`src/rtl/flash_ctl_pkg.sv`:
```
package flash_ctl_pkg;

    localparam int DATA_W = 16;
    localparam int HALF_W = DATA_W / 2;

    localparam int C1_ERASE = 1;
    localparam int C1_MASS  = 2;
    localparam int C1_WRT   = 6;
    localparam int C1_BLK   = 7;

    localparam int C3_BUSY  = 0;
    localparam int C3_KEYV  = 1;
    localparam int C3_ACCV  = 2;
    localparam int C3_WAIT  = 3;
    localparam int C3_LOCK  = 4;
    localparam int C3_EMEX  = 5;

    typedef enum logic [1:0] {
        ST_IDLE      = 2'd0,
        ST_KEY_FAULT = 2'd1,
        ST_ACC_FAULT = 2'd2
    } guard_state_e;

    typedef enum logic [1:0] {
        SEL_NONE = 2'd0,
        SEL_C1   = 2'd1,
        SEL_C2   = 2'd2,
        SEL_C3   = 2'd3
    } reg_sel_e;

endpackage

```
`src/rtl/flash_key_guard.sv`:
```
module flash_key_guard
    import flash_ctl_pkg::*;
#(
    parameter int               ADDR_W  = 9,
    parameter logic [ADDR_W-1:0] C1_OFS = 9'h128,
    parameter logic [ADDR_W-1:0] C2_OFS = 9'h12A,
    parameter logic [ADDR_W-1:0] C3_OFS = 9'h12C,
    parameter logic [HALF_W-1:0] KEY_VAL = 8'hA5
) (
    input  logic              bus_sel,
    input  logic              bus_wr,
    input  logic              bus_byte,
    input  logic [ADDR_W-1:0] bus_addr,
    input  logic [HALF_W-1:0] key_in,
    output reg_sel_e          sel_hit,
    output logic              rd_hit,
    output logic              wr_ok,
    output logic              wr_bad
);

    logic mapped;

    always_comb begin
        if (bus_addr == C1_OFS) begin
            sel_hit = SEL_C1;
        end else if (bus_addr == C2_OFS) begin
            sel_hit = SEL_C2;
        end else if (bus_addr == C3_OFS) begin
            sel_hit = SEL_C3;
        end else begin
            sel_hit = SEL_NONE;
        end
    end

    assign mapped = bus_sel && (sel_hit != SEL_NONE);
    assign rd_hit = mapped && !bus_wr;
    assign wr_ok  = mapped && bus_wr && !bus_byte && (key_in == KEY_VAL);
    assign wr_bad = mapped && bus_wr && !wr_ok;

endmodule

```
`src/rtl/flash_access_rules.sv`:
```
module flash_access_rules
    import flash_ctl_pkg::*;
(
    input  reg_sel_e sel_hit,
    input  logic     wr_ok,
    input  logic     seq_busy,
    input  logic     seq_wait,
    input  logic     blk_mode,
    output logic     viol,
    output logic     commit
);

    logic c1_block;
    logic c2_block;

    always_comb begin
        c1_block = 1'b0;
        c2_block = 1'b0;
        if (seq_busy) begin
            c1_block = !(blk_mode && seq_wait);
            c2_block = 1'b1;
        end
    end

    always_comb begin
        viol = 1'b0;
        if (wr_ok) begin
            unique case (sel_hit)
                SEL_C1:   viol = c1_block;
                SEL_C2:   viol = c2_block;
                SEL_C3:   viol = 1'b0;
                SEL_NONE: viol = 1'b0;
            endcase
        end
    end

    assign commit = wr_ok && !viol;

endmodule

```
`src/rtl/flash_guard_fsm.sv`:
```
module flash_guard_fsm
    import flash_ctl_pkg::*;
(
    input  logic         clk,
    input  logic         rst_n,
    input  logic         wr_bad,
    input  logic         viol,
    output guard_state_e state,
    output logic         puc_req,
    output logic         accv_set
);

    guard_state_e state_nxt;

    always_ff @(posedge clk or negedge rst_n) begin
        if (!rst_n) begin
            state <= ST_IDLE;
        end else begin
            state <= state_nxt;
        end
    end

    always_comb begin
        state_nxt = ST_IDLE;
        unique case (state)
            ST_IDLE, ST_KEY_FAULT, ST_ACC_FAULT: begin
                if (wr_bad) begin
                    state_nxt = ST_KEY_FAULT;
                end else if (viol) begin
                    state_nxt = ST_ACC_FAULT;
                end else begin
                    state_nxt = ST_IDLE;
                end
            end
            default: state_nxt = ST_IDLE;
        endcase
    end

    always_comb begin
        puc_req  = 1'b0;
        accv_set = 1'b0;
        unique case (state)
            ST_IDLE:      ;
            ST_KEY_FAULT: puc_req  = 1'b1;
            ST_ACC_FAULT: accv_set = 1'b1;
            default:      ;
        endcase
    end

endmodule

```
`src/rtl/flash_ctl_regfile.sv`:
```
module flash_ctl_regfile
    import flash_ctl_pkg::*;
#(
    parameter logic [HALF_W-1:0] C1_RST = 8'h00,
    parameter logic [HALF_W-1:0] C2_RST = 8'h42,
    parameter logic [HALF_W-1:0] C3_RST = 8'h10
) (
    input  logic              clk,
    input  logic              rst_n,
    input  reg_sel_e          sel_hit,
    input  logic              commit,
    input  logic [HALF_W-1:0] wdata_lo,
    input  logic              key_set,
    input  logic              accv_set,
    input  logic              busy_fall,
    input  logic              seq_busy,
    input  logic              seq_wait,
    output logic [HALF_W-1:0] c1_q,
    output logic [HALF_W-1:0] c2_q,
    output logic [HALF_W-1:0] c3_view,
    output logic              accvifg
);

    logic [HALF_W-1:0] c3_q;
    logic [HALF_W-1:0] c1_nxt;
    logic [HALF_W-1:0] c2_nxt;
    logic [HALF_W-1:0] c3_nxt;

    always_comb begin
        c1_nxt = c1_q;
        c2_nxt = c2_q;
        c3_nxt = c3_q;
        if (commit && sel_hit == SEL_C1) begin
            c1_nxt = wdata_lo;
        end
        if (commit && sel_hit == SEL_C2) begin
            c2_nxt = wdata_lo;
        end
        if (busy_fall) begin
            c1_nxt[C1_ERASE] = 1'b0;
            c1_nxt[C1_MASS]  = 1'b0;
        end
        if (commit && sel_hit == SEL_C3) begin
            c3_nxt = wdata_lo;
            if (wdata_lo[C3_EMEX]) begin
                c1_nxt = '0;
            end
        end
        if (key_set) begin
            c3_nxt[C3_KEYV] = 1'b1;
        end
        if (accv_set) begin
            c3_nxt[C3_ACCV] = 1'b1;
        end
    end

    always_ff @(posedge clk or negedge rst_n) begin
        if (!rst_n) begin
            c1_q <= C1_RST;
            c2_q <= C2_RST;
            c3_q <= C3_RST;
        end else begin
            c1_q <= c1_nxt;
            c2_q <= c2_nxt;
            c3_q <= c3_nxt;
        end
    end

    always_comb begin
        c3_view          = c3_q;
        c3_view[C3_BUSY] = seq_busy;
        c3_view[C3_WAIT] = seq_wait;
    end

    assign accvifg = c3_q[C3_ACCV];

endmodule

```
`src/rtl/flash_ctl_regs.sv`:
```
module flash_ctl_regs
    import flash_ctl_pkg::*;
#(
    parameter int                ADDR_W  = 9,
    parameter logic [ADDR_W-1:0] C1_OFS  = 9'h128,
    parameter logic [ADDR_W-1:0] C2_OFS  = 9'h12A,
    parameter logic [ADDR_W-1:0] C3_OFS  = 9'h12C,
    parameter logic [7:0]        KEY_VAL = 8'hA5,
    parameter logic [7:0]        SIG_VAL = 8'h96
) (
    input  logic              clk,
    input  logic              rst_n,
    input  logic              bus_sel,
    input  logic              bus_wr,
    input  logic              bus_byte,
    input  logic [ADDR_W-1:0] bus_addr,
    input  logic [15:0]       bus_wdata,
    output logic [15:0]       bus_rdata,
    input  logic              seq_busy,
    input  logic              seq_wait,
    input  logic              accv_ie,
    output logic              puc_req,
    output logic              irq,
    output logic              erase_en,
    output logic              mass_en,
    output logic              wrt_en,
    output logic              blk_en,
    output logic [1:0]        clk_sel,
    output logic [5:0]        clk_div,
    output logic              lock,
    output logic              emex
);

    localparam int SEL_W = 2;
    localparam int DIV_W = HALF_W - SEL_W;

    reg_sel_e          sel_hit;
    guard_state_e      state;
    logic              rd_hit;
    logic              wr_ok;
    logic              wr_bad;
    logic              viol;
    logic              commit;
    logic              accv_set;
    logic              accvifg;
    logic              busy_q;
    logic              busy_fall;
    logic [HALF_W-1:0] c1_q;
    logic [HALF_W-1:0] c2_q;
    logic [HALF_W-1:0] c3_view;

    flash_key_guard #(
        .ADDR_W (ADDR_W),
        .C1_OFS (C1_OFS),
        .C2_OFS (C2_OFS),
        .C3_OFS (C3_OFS),
        .KEY_VAL(KEY_VAL)
    ) u_key (
        .bus_sel (bus_sel),
        .bus_wr  (bus_wr),
        .bus_byte(bus_byte),
        .bus_addr(bus_addr),
        .key_in  (bus_wdata[DATA_W-1:HALF_W]),
        .sel_hit (sel_hit),
        .rd_hit  (rd_hit),
        .wr_ok   (wr_ok),
        .wr_bad  (wr_bad)
    );

    flash_access_rules u_rules (
        .sel_hit (sel_hit),
        .wr_ok   (wr_ok),
        .seq_busy(seq_busy),
        .seq_wait(seq_wait),
        .blk_mode(c1_q[C1_BLK]),
        .viol    (viol),
        .commit  (commit)
    );

    flash_guard_fsm u_fsm (
        .clk     (clk),
        .rst_n   (rst_n),
        .wr_bad  (wr_bad),
        .viol    (viol),
        .state   (state),
        .puc_req (puc_req),
        .accv_set(accv_set)
    );

    flash_ctl_regfile u_regs (
        .clk      (clk),
        .rst_n    (rst_n),
        .sel_hit  (sel_hit),
        .commit   (commit),
        .wdata_lo (bus_wdata[HALF_W-1:0]),
        .key_set  (wr_bad),
        .accv_set (accv_set),
        .busy_fall(busy_fall),
        .seq_busy (seq_busy),
        .seq_wait (seq_wait),
        .c1_q     (c1_q),
        .c2_q     (c2_q),
        .c3_view  (c3_view),
        .accvifg  (accvifg)
    );

    always_ff @(posedge clk or negedge rst_n) begin
        if (!rst_n) begin
            busy_q <= 1'b0;
            irq    <= 1'b0;
        end else begin
            busy_q <= seq_busy;
            irq    <= accvifg && accv_ie;
        end
    end

    assign busy_fall = busy_q && !seq_busy;

    always_comb begin
        bus_rdata = '0;
        if (rd_hit) begin
            unique case (sel_hit)
                SEL_C1:   bus_rdata = {SIG_VAL, c1_q};
                SEL_C2:   bus_rdata = {SIG_VAL, c2_q};
                SEL_C3:   bus_rdata = {SIG_VAL, c3_view};
                SEL_NONE: bus_rdata = '0;
            endcase
        end
    end

    assign lock     = c3_view[C3_LOCK];
    assign emex     = c3_view[C3_EMEX];
    assign erase_en = c1_q[C1_ERASE] && !lock;
    assign mass_en  = c1_q[C1_MASS]  && !lock;
    assign wrt_en   = c1_q[C1_WRT]   && !lock;
    assign blk_en   = c1_q[C1_BLK]   && !lock;
    assign clk_sel  = c2_q[HALF_W-1:DIV_W];
    assign clk_div  = c2_q[DIV_W-1:0];

endmodule

```
`config.mk`:
```
export PLATFORM = sky130hd
export DESIGN_NAME = flash_ctl_regs
export DESIGN_NICKNAME = d
export VERILOG_FILES = /design/src/rtl/flash_ctl_pkg.sv /design/src/rtl/flash_key_guard.sv /design/src/rtl/flash_access_rules.sv /design/src/rtl/flash_guard_fsm.sv /design/src/rtl/flash_ctl_regfile.sv /design/src/rtl/flash_ctl_regs.sv
export SDC_FILE = /design/constraint.sdc
export NUM_CORES = 1
export LEC_CHECK = 0
export BUFFER_PORTS_ARGS = -buffer_cell sky130_fd_sc_hd__buf_2
export CORE_UTILIZATION = 40
export DETAILED_ROUTE_END_ITERATION = 12
export PLACE_DENSITY = 0.7
export SLEW_MARGIN = 10
export SYNTH_ARGS = -nofsm -noshare
export SYNTH_HDL_FRONTEND = slang
export SYNTH_SLANG_ARGS = --single-unit
export TNS_END_PERCENT = 10
```
`constraint.sdc`:
```
create_clock -name clk -period 1.71 [get_ports clk]
set_clock_uncertainty 0.15 [all_clocks]
set_input_delay 0.2565 -clock clk [delete_from_list [all_inputs] [get_ports clk]]
set_output_delay 0.2565 -clock clk [all_outputs]
set_load 0.005 [all_outputs]
```
==> Word-level counts from Yosys, hierarchy flattened <==
Cells that the tools add are included.
{ "word_totals": {"word_cells": 69, "regBits": 28, "output_inout_bits": 32, "in_bits": 33} }
{ "classes": {"eq_ne": 9, "reduce_logical": 31, "mux": 21} }
{ "ops": {"columns": ["op", "n"], "rows": [
  ["16-bit case mux with 4 select lines", 1],
  ["9-bit == test, second input constant", 3],
  ["8-bit two-way mux", 3],
  ["1-bit logical AND", 17],
  ["16-bit two-way mux", 1],
  ["2-bit two-way mux", 7],
  ["8-bit == test, second input constant", 1],
  ["1-bit logical NOT", 7],
  ["1-bit two-way mux", 7],
  ["2-bit == test, second input constant", 3],
  ["2-bit nonzero test", 3],
  ["2-bit by 1-bit == test with 1-bit output, second input constant", 2],
  ["2-bit logical NOT", 2],
  ["3-bit two-way mux", 1],
  ["1-bit case mux with 3 select lines", 1],
  ["3-bit OR reduction", 1],
  ["2-bit OR reduction", 1]
]} }

==> Depth between registers and ports, before layout <==
Gate-level depths: netlist (run 1).
{ "depth": {"word_depth": 17, "mapped_depth": 6, "depth_no_buf": 4} }

==> Modules after synthesis <==
A second synthesis (run 1) with hierarchy kept.
{ "hier_totals": {"cells_unflattened": 140, "hier_area_um2": 1508.9} }
{ "by_module_without_submodules": {"columns": ["module", "cells_each", "n_inst", "area_each_um2", "seq_area_each_um2"], "rows": [
  ["flash_ctl_regfile", 63, 1, 872.1, 554.3],
  ["flash_ctl_regs", 47, 1, 381.6, 50.0],
  ["flash_key_guard", 15, 1, 125.1, 0.0],
  ["flash_guard_fsm", 7, 1, 82.6, 50.0],
  ["flash_access_rules", 8, 1, 47.5, 0.0]
]} }

==> Least setup slack after synthesis (run 1) <==
No wires, ideal clock.
{ "synth_timing": {"kind": "input to register", "startpoint": "input bus_addr[4]", "endpoint": "register u_regs.c2_q[0]", "path_slack_ns": -0.190, "setup_time_ns": 0.125, "t_arrival_ns": 1.625, "t_required_ns": 1.435, "path_stages": 4, "path_buffers": 0, "cell_sequence": "nor4b_4 > nand4_2 > nor4_4 > mux2_2"} }
{ "synth_via": {"elab_chain_len": 13, "elab_cells_between_ends": 21, "classes_between": "6 x eq/ne; 5 x mux; 10 x reduce/logical"} }
{ "synth_lines": {"columns": ["element", "line_no", "text"], "rows": [
  ["start: declaration", "flash_ctl_regs.sv:16", "input logic [ADDR_W-1:0] bus_addr,"],
  ["9-bit == test", "flash_key_guard.sv:28", "end else if (bus_addr == C3_OFS) begin"],
  ["2-bit two-way mux", "flash_key_guard.sv:28", null],
  ["2-bit two-way mux", "flash_key_guard.sv:26", "end else if (bus_addr == C2_OFS) begin"],
  ["2-bit two-way mux (*)", "flash_key_guard.sv:24", "if (bus_addr == C1_OFS) begin"],
  ["branches (longest 8 deep; another with 1-bit case mux with 3 select lines)", null, null],
  ["1-bit logical AND (*)", "flash_ctl_regfile.sv:36", "if (commit && sel_hit == SEL_C2) begin"],
  ["end signal: assignment", "flash_ctl_regfile.sv:64", "c2_q <= c2_nxt;"],
  ["end: declaration", "flash_ctl_regfile.sv:19", "output logic [HALF_W-1:0] c2_q,"]
]} }
Mark *: on every way between the ends.
A chain may end at the register's enable or synchronous reset.

==> Worst setup path in the final report (run 1) <==
{ "layout_timing": {"startpoint": "input bus_addr[2]", "endpoint": "output bus_rdata[1]"} }
{ "layout_via": {"elab_chain_len": 8, "elab_cells_between_ends": 15, "classes_between": "6 x eq/ne; 5 x mux; 4 x reduce/logical"} }
{ "layout_lines": {"columns": ["element", "line_no", "text"], "rows": [
  ["9-bit == test", "flash_key_guard.sv:28", null],
  ["2-bit two-way mux", "flash_key_guard.sv:28", null],
  ["2-bit two-way mux", "flash_key_guard.sv:26", null],
  ["2-bit two-way mux (*)", "flash_key_guard.sv:24", null],
  ["branches (longest 3 deep; another with 16-bit case mux with 4 select lines)", null, null],
  ["16-bit two-way mux (*)", "flash_ctl_regs.sv:121", "if (rd_hit) begin"],
  ["end: declaration", "flash_ctl_regs.sv:18", "output logic [15:0] bus_rdata,"]
]} }
Mark *: on every way between the ends. The select of a mux whose other input is x is not followed.

==> results of run 1 <==
[per-stage QoR]
stage | TNS [ns] | hold WS, ns
after floorplan | -3.047 | -0.1891
after global placement | -6.587 | 0.1410
after detailed placement | -7.710 | 0.1433
after CTS | -0.8870 | 0.01393
after global routing | -2.198 | 0.0005485
final | -1.045 | 0.01831
[synthesized netlist by cell type (5+ instances only)]
cell type	n	area, um^2
a21oi_1	14	70.07
o221a_2	5	56.30
o31ai_1	7	52.55
nand4_1	9	56.30
inv_1	9	33.78
clkbuf_1	8	30.03
buf_4	7	52.55
dfrtp_1	23	575.6
mux2_2	11	123.9
nor2_1	5	18.77
nor2b_1	14	87.58
[worst paths after layout]
kind                                  endpoint      startpoint  cells past startpoint  slack, ns
worst min register to register  u_regs.c3_q[2]  u_fsm.state[0]                      1       0.36
worst min-delay path                    busy_q        seq_busy                      1       0.02
min in group asynchronous                  irq           rst_n                      2       0.36
max in group asynchronous       u_regs.c2_q[1]           rst_n                      2       0.67
worst max-delay path              bus_rdata[1]     bus_addr[2]                      7      -0.10
worst max register to register  u_regs.c1_q[2]  u_regs.c1_q[7]                      5       0.16
[repair_timing]
item,CTS,global route
pin swaps,5,6
resized for setup,7,17
endpoints found under the hold margin,23,0
setup endpoints to repair,22,23
setup buffers,1,1
cloned,1,0
hold buffers,1,0
[worst register-to-register path, delay by kind of cell (launching register included)]
kind | cells | cell delay, ns
buf+inv | 1 | 0.18
flops | 1 | 0.35
compound gates | 3 | 0.49
simple gates | 1 | 0.25
[per-layer routing]
metal | vias up | wire length [um] | share of wire
met5 | - | 0 | 0
met4 | 0 | 64 | 0.013
met3 | 6 | 343 | 0.071
met2 | 74 | 2379 | 0.50
met1 | 805 | 2010 | 0.42
li1 | 735 | - | -
[kinds of logic (layout without fill, tap and decap cells)]
family | after synthesis | count (layout) | synth area share
AO/OA/AOI/OAI | 41 | 41 | 0.1878
buffers and inverters | 25 | 102 | 0.07704
flip-flops | 26 | 26 | 0.4197
multiplexers | 12 | 12 | 0.08588
other | 1 | 4 | 0.002405
AND/OR/NAND/NOR | 50 | 51 | 0.2271
[state kept, by name, summed over array words and instances, names as in the netlist]
name	flops
u_regs.c3_q	6
u_regs.c2_q	8
u_fsm.state	2
irq	1
u_regs.c1_q	8
busy_q	1
[layout make-up]
| cell class | count | area share |
|---|---|---|
| Inverter | 9 | 0.01473 |
| Sequential cell | 26 | 0.2853 |
| Multi-Input combinational cell | 108 | 0.3863 |
| Timing Repair Buffer | 89 | 0.2564 |
| Clock buffer | 3 | 0.01800 |
| Clock inverter | 1 | 0.01309 |
| Tap cell | 48 | 0.02619 |
[where the power goes]
part	switching [mW]	leakage, nW	internal (mW)
Clock	0.195	0.0357	0.313
Combinational	0.0778	0.763	0.0668
Sequential	0.00121	0.337	0.619
==> impl_metrics.csv, run 1 <==
group,metric,value,unit
run_status,run_status,"finished, violations left",
run_status,violations,"setup timing",
timing,slew_headroom,0.6145,
detailed_routing,first_pass_iters,4,
cts,cts_tree,"done",
cts,htreeDepth,1,
timing,setup_viol,20,
finish,final_cells,284,
finish,area_growth,47.11,%
timing,fin_crit_sh,1.060,
yosys,async_flop_share,1.000,
setup_path,cp_max_fo,9,
timing,max_freq,551.9,MHz
timing,fin_crit,1.812,ns
timing,hold_violations,0,
cts,clock_latency,0.27,ns
power,powerDensity,554.8,nW/um^2
setup_path,cp_num_buf_inv,4,
detailed_routing,via_count,1620,
setup_path,slowest_stage,"o221a_4",
yosys,syn_area_per_cell,10.06,um^2
grt,grt_pass1_wl,7.514,mm
floorplanning,die_w,64.43,um
setup_path,crit_path_max_incr_delay,0.25,ns
timing,setup_ws,-0.1020,ns
floorplanning,die-area,4151,um^2
setup_path,critical_path.cell_chain,"buf_2, buf_4, nor2_1, nand3_4, buf_4, o221a_4, buf_6",
place,pre_cts_ws,-0.3373,ns
yosys,synth-main-ff-cell,"dfrtp_1",
yosys,synthCells,155,
place,io_buffers,60,
finish,drive_gt1_frac,0.5254,
cts,clkTransAtPathRegs,0.09,ns
floorplanning,core_area,3689,um^2
detailed_routing,vias_per_cell,5.704,
floorplanning,io_pins,65,
place,dp_hpwl,3.311,mm
detailed_routing,drt-total-wl,4.798,mm
timing,grt_setup_unrepaired,"true",
power,power,1.272,mW
yosys,netlist_area,1559,um^2
grt,grtUsageMet3,0.04049,
finish,regArea,654.4,um^2
setup_path,start_kind,"input pin",
grt,grt_usage,0.2378,
cts,cts_buffers,3,
yosys,ys.warnings.count,0,
finish,layout_common_cells,"buf_2, buf_4, dfrtp_1",
detailed_routing,drc,0,
place,place_inst,276,
yosys,yosysSeqAreaShare,0.4197,
min_path,hold_class,"input pin to register",
grt,antenna_found_initial,0,
setup_path,path_delay_family,"buffers and inverters",
setup_path,cp.required,1.30,ns
finish,multiInputGateArea,885.9,um^2
finish,postLayoutCellArea,2293,um^2
power,p_leak,1.136,nW
finish,finalNetCount,270,
place,gp_congestion,0.8831,
yosys,ys_seq_elements,26,
grt,gr-usage-met2,0.4105,
grt,grt_overflow,0,
setup_path,cp.arrival,1.41,ns
place,dpl-instance-area,2052,um^2
yosys,ys_types,41,
grt,globalRoute.busiestLayer,"met2",
detailed_routing,avgRoutedWirePerCell,16.89,um
finish,antenna_cells,0,
flow_run,maxCapViolations,0,
setup_path,crit_type,"input pin to output port",
detailed_routing,drt_iter0_drc,68,
cts,cts_buffer_depth,2,
timing,slew_violations,0,
grt,use_met1,0.3068,
finish,fin_util,0.6218,
cts,clockRootBuffer,"clkbuf_8",
cts,clock_sinks,26,
setup_path,cp_common_cell,"buf_4",
finish,layout.cells.most_common,"buf_2",
grt,grt_max_degree,27,
floorplanning,std_cell_rows,22,
detailed_routing,drtAntennaViolNets,0,
power,ir_drop,581.3,uV
grt,grt_pass1_vias,1562,
finish,fill_cells,324,
setup_path,critPathCaptureType,"output port",
floorplanning,die_y,64.43,um
yosys,synth_edf_count,0,
floorplanning,start_util,0.4227,
timing,worst_pin_slew,0.5783,ns
(Power assumes the default switching activity.)
==> run 2: changes to the inputs <==
Settings changed: ABC_AREA from default to 1.
==> impl_metrics.csv, run 2 <==
group,metric,value,unit
yosys,async_flop_share,1.000,
timing,slew_violations,0,
place,dpl-instance-area,2051,um^2
setup_path,critPathCaptureType,"output port",
detailed_routing,drtAntennaViolNets,0,
floorplanning,die-area,4142,um^2
run_status,run_status,"finished, violations left",
timing,slew_headroom,0.6063,
detailed_routing,drc,0,
floorplanning,die_y,64.36,um
timing,worst_pin_slew,0.5906,ns
yosys,ys.warnings.count,0,
timing,max_freq,514.2,MHz
finish,finalNetCount,342,
yosys,synthCells,212,
setup_path,cp.arrival,1.54,ns
yosys,yosysMostFrequentCell,"nand2_1",
finish,layout.cells.most_common,"buf_2",
finish,layout_common_cells,"buf_2, nand2_1, buf_4",
cts,clock_latency,0.27,ns
yosys,synth_largest_area_cell,"dfrtp_1",
timing,whs,0.02792,ns
yosys,yosysTopAreaCellShare,0.3701,
timing,hold_violations,0,
detailed_routing,via_count,1765,
finish,drive_gt1_frac,0.4481,
grt,antenna_found_initial,0,
yosys,yosysSeqAreaShare,0.4208,
finish,fin_util,0.6333,
timing,setup_viol,34,
finish,antenna_cells,0,
setup_path,cp_max_fo,4,
run_status,violations,"setup timing",
place,gp_congestion,0.8575,
finish,largest_registers,"u_regs.c1_q: 8 flops, u_regs.c2_q: 8 flops, u_regs.c3_q: 6 flops",
cts,clock_sinks,26,
cts,htreeDepth,1,
grt,grt_pass1_wl,7.465,mm
grt,grt_pass1_vias,1641,
timing,setup_ws,-0.2349,ns
yosys,netlist_area,1555,um^2
timing,fin_crit_sh,1.137,
detailed_routing,vias_per_cell,4.958,
setup_path,crit_type,"input pin to output port",
floorplanning,core_area,3689,um^2
grt,grt_usage,0.2339,
yosys,synth_edf_count,0,
power,powerDensity,480.5,nW/um^2
yosys,synth-main-ff-cell,"dfrtp_1",
power,ir_drop,523.9,uV
detailed_routing,drt_iter0_drc,77,
timing,fin_crit,1.945,ns
floorplanning,die_w,64.36,um
floorplanning,start_util,0.4216,
min_path,hold_class,"input pin to register",
setup_path,start_kind,"input pin",
grt,grt_overflow,0,
timing,grt_setup_unrepaired,"true",
yosys,syn_area_per_cell,7.336,um^2
cts,clkTransAtPathRegs,0.08,ns
finish,postLayoutCellArea,2336,um^2
detailed_routing,drt-total-wl,4.764,mm
cts,clockRootBuffer,"clkbuf_8",
place,io_buffers,60,
yosys,synthTopCellsByArea,"dfrtp_1, nand2_1, nor2_1",
place,dp_hpwl,3.299,mm
floorplanning,std_cell_rows,22,
detailed_routing,avgRoutedWirePerCell,13.38,um
cts,cts_buffers,3,
cts,cts_tree,"done",
grt,grt_max_degree,27,
setup_path,cp.required,1.30,ns
detailed_routing,first_pass_iters,4,
yosys,ys_seq_elements,26,
finish,area_growth,50.20,%
power,p_leak,1.282,nW
cts,cts_buffer_depth,2,
yosys,synthTopCellsByCount,"nand2_1, nor2_1, inv_1",
flow_run,maxCapViolations,0,
floorplanning,io_pins,65,
yosys,ys_types,23,
[run 2: changes by cell type after synthesis, moves of 12 or more]
cell | previous run | this run
nor2_1 | 5 | 31
nand3_1 | 1 | 17
nand2_1 | 3 | 50
nor2b_1 | 14 | 0
o21ai_0 | 2 | 14
inv_1 | 9 | 29
[run 2: area by class of cell]
type	instances	area, um^2
fill	364	1353
multi-input combinational	150	827.0
sequential	26	654.4
timing repair buffer	97	625.6
inverter	31	123.9
tap	48	60.06
clock buffer	4	45.04
[run 2: path summary, 6_finish.rpt]
| path | cells after the start | endpoint | slack [ns] | from |
|---|---|---|---|---|
| worst max register to register | 7 | u_regs.c2_q[7] | 0.23 | u_regs.c1_q[7] |
| worst max-delay path | 10 | bus_rdata[2] | -0.23 | bus_addr[4] |
| worst min register to register | 2 | u_regs.c2_q[1] | 0.32 | u_regs.c2_q[1] |
| worst min-delay path | 3 | irq | 0.03 | accv_ie |
| max in group asynchronous | 2 | u_regs.c1_q[2] | 0.66 | rst_n |
| min in group asynchronous | 2 | u_regs.c1_q[7] | 0.36 | rst_n |
[run 2: where the power goes]
| group | internal [mW] | switching (mW) |
|---|---|---|
| Sequential | 0.619 | 0.00207 |
| Clock | 0.167 | 0.196 |
| Combinational | 0.0636 | 0.0750 |
| Total | 0.849 | 0.273 |
[run 2: cell families (layout without fill, tap and decap cells)]
logic type | Yosys count | count (layout) | synth area share
compound gates | 32 | 32 | 0.1295
buf+inv | 39 | 132 | 0.1158
flops | 26 | 26 | 0.4208
other cells | 1 | 4 | 0.002411
simple gates | 114 | 114 | 0.3314
[run 2: per-stage QoR]
step	TNS [ns]	std cells	power, mW	setup slack, ns
final	-4.813	356	1.122	-0.2349
after floorplan	0	215	0.6688	0.03911
after global placement	-6.336	340	0.7397	-0.2744
after CTS	-2.086	353	1.113	-0.1973
after detailed placement	-7.181	340	0.7409	-0.2908
after global routing	-8.486	356	1.167	-0.3329
[run 2: critical path, stage by stage]
cell and delay, ns:
buf_6 0.10, inv_4 0.04, nand2_2 0.05, nor2_4 0.17
nand3_4 0.10, nand2_2 0.07, nand3b_1 0.18, buf_4 0.21
a221oi_2 0.19, buf_2 0.16
[run 2: repair_timing]
action,CTS,global route
resized for setup,25,20
hold endpoints to repair,24,0
hold buffers,2,0
endpoints found under the setup margin,12,34
setup buffers,7,3
pin swaps,8,8
[run 2: layer usage]
layer,global-route usage,wire length (um),vias to the layer above
li1,-,-,865
met1,0.2785,1951,822
met2,0.4197,2469,65
met3,0.04821,229,13
met4,0.06667,114,0
met5,0,0,-
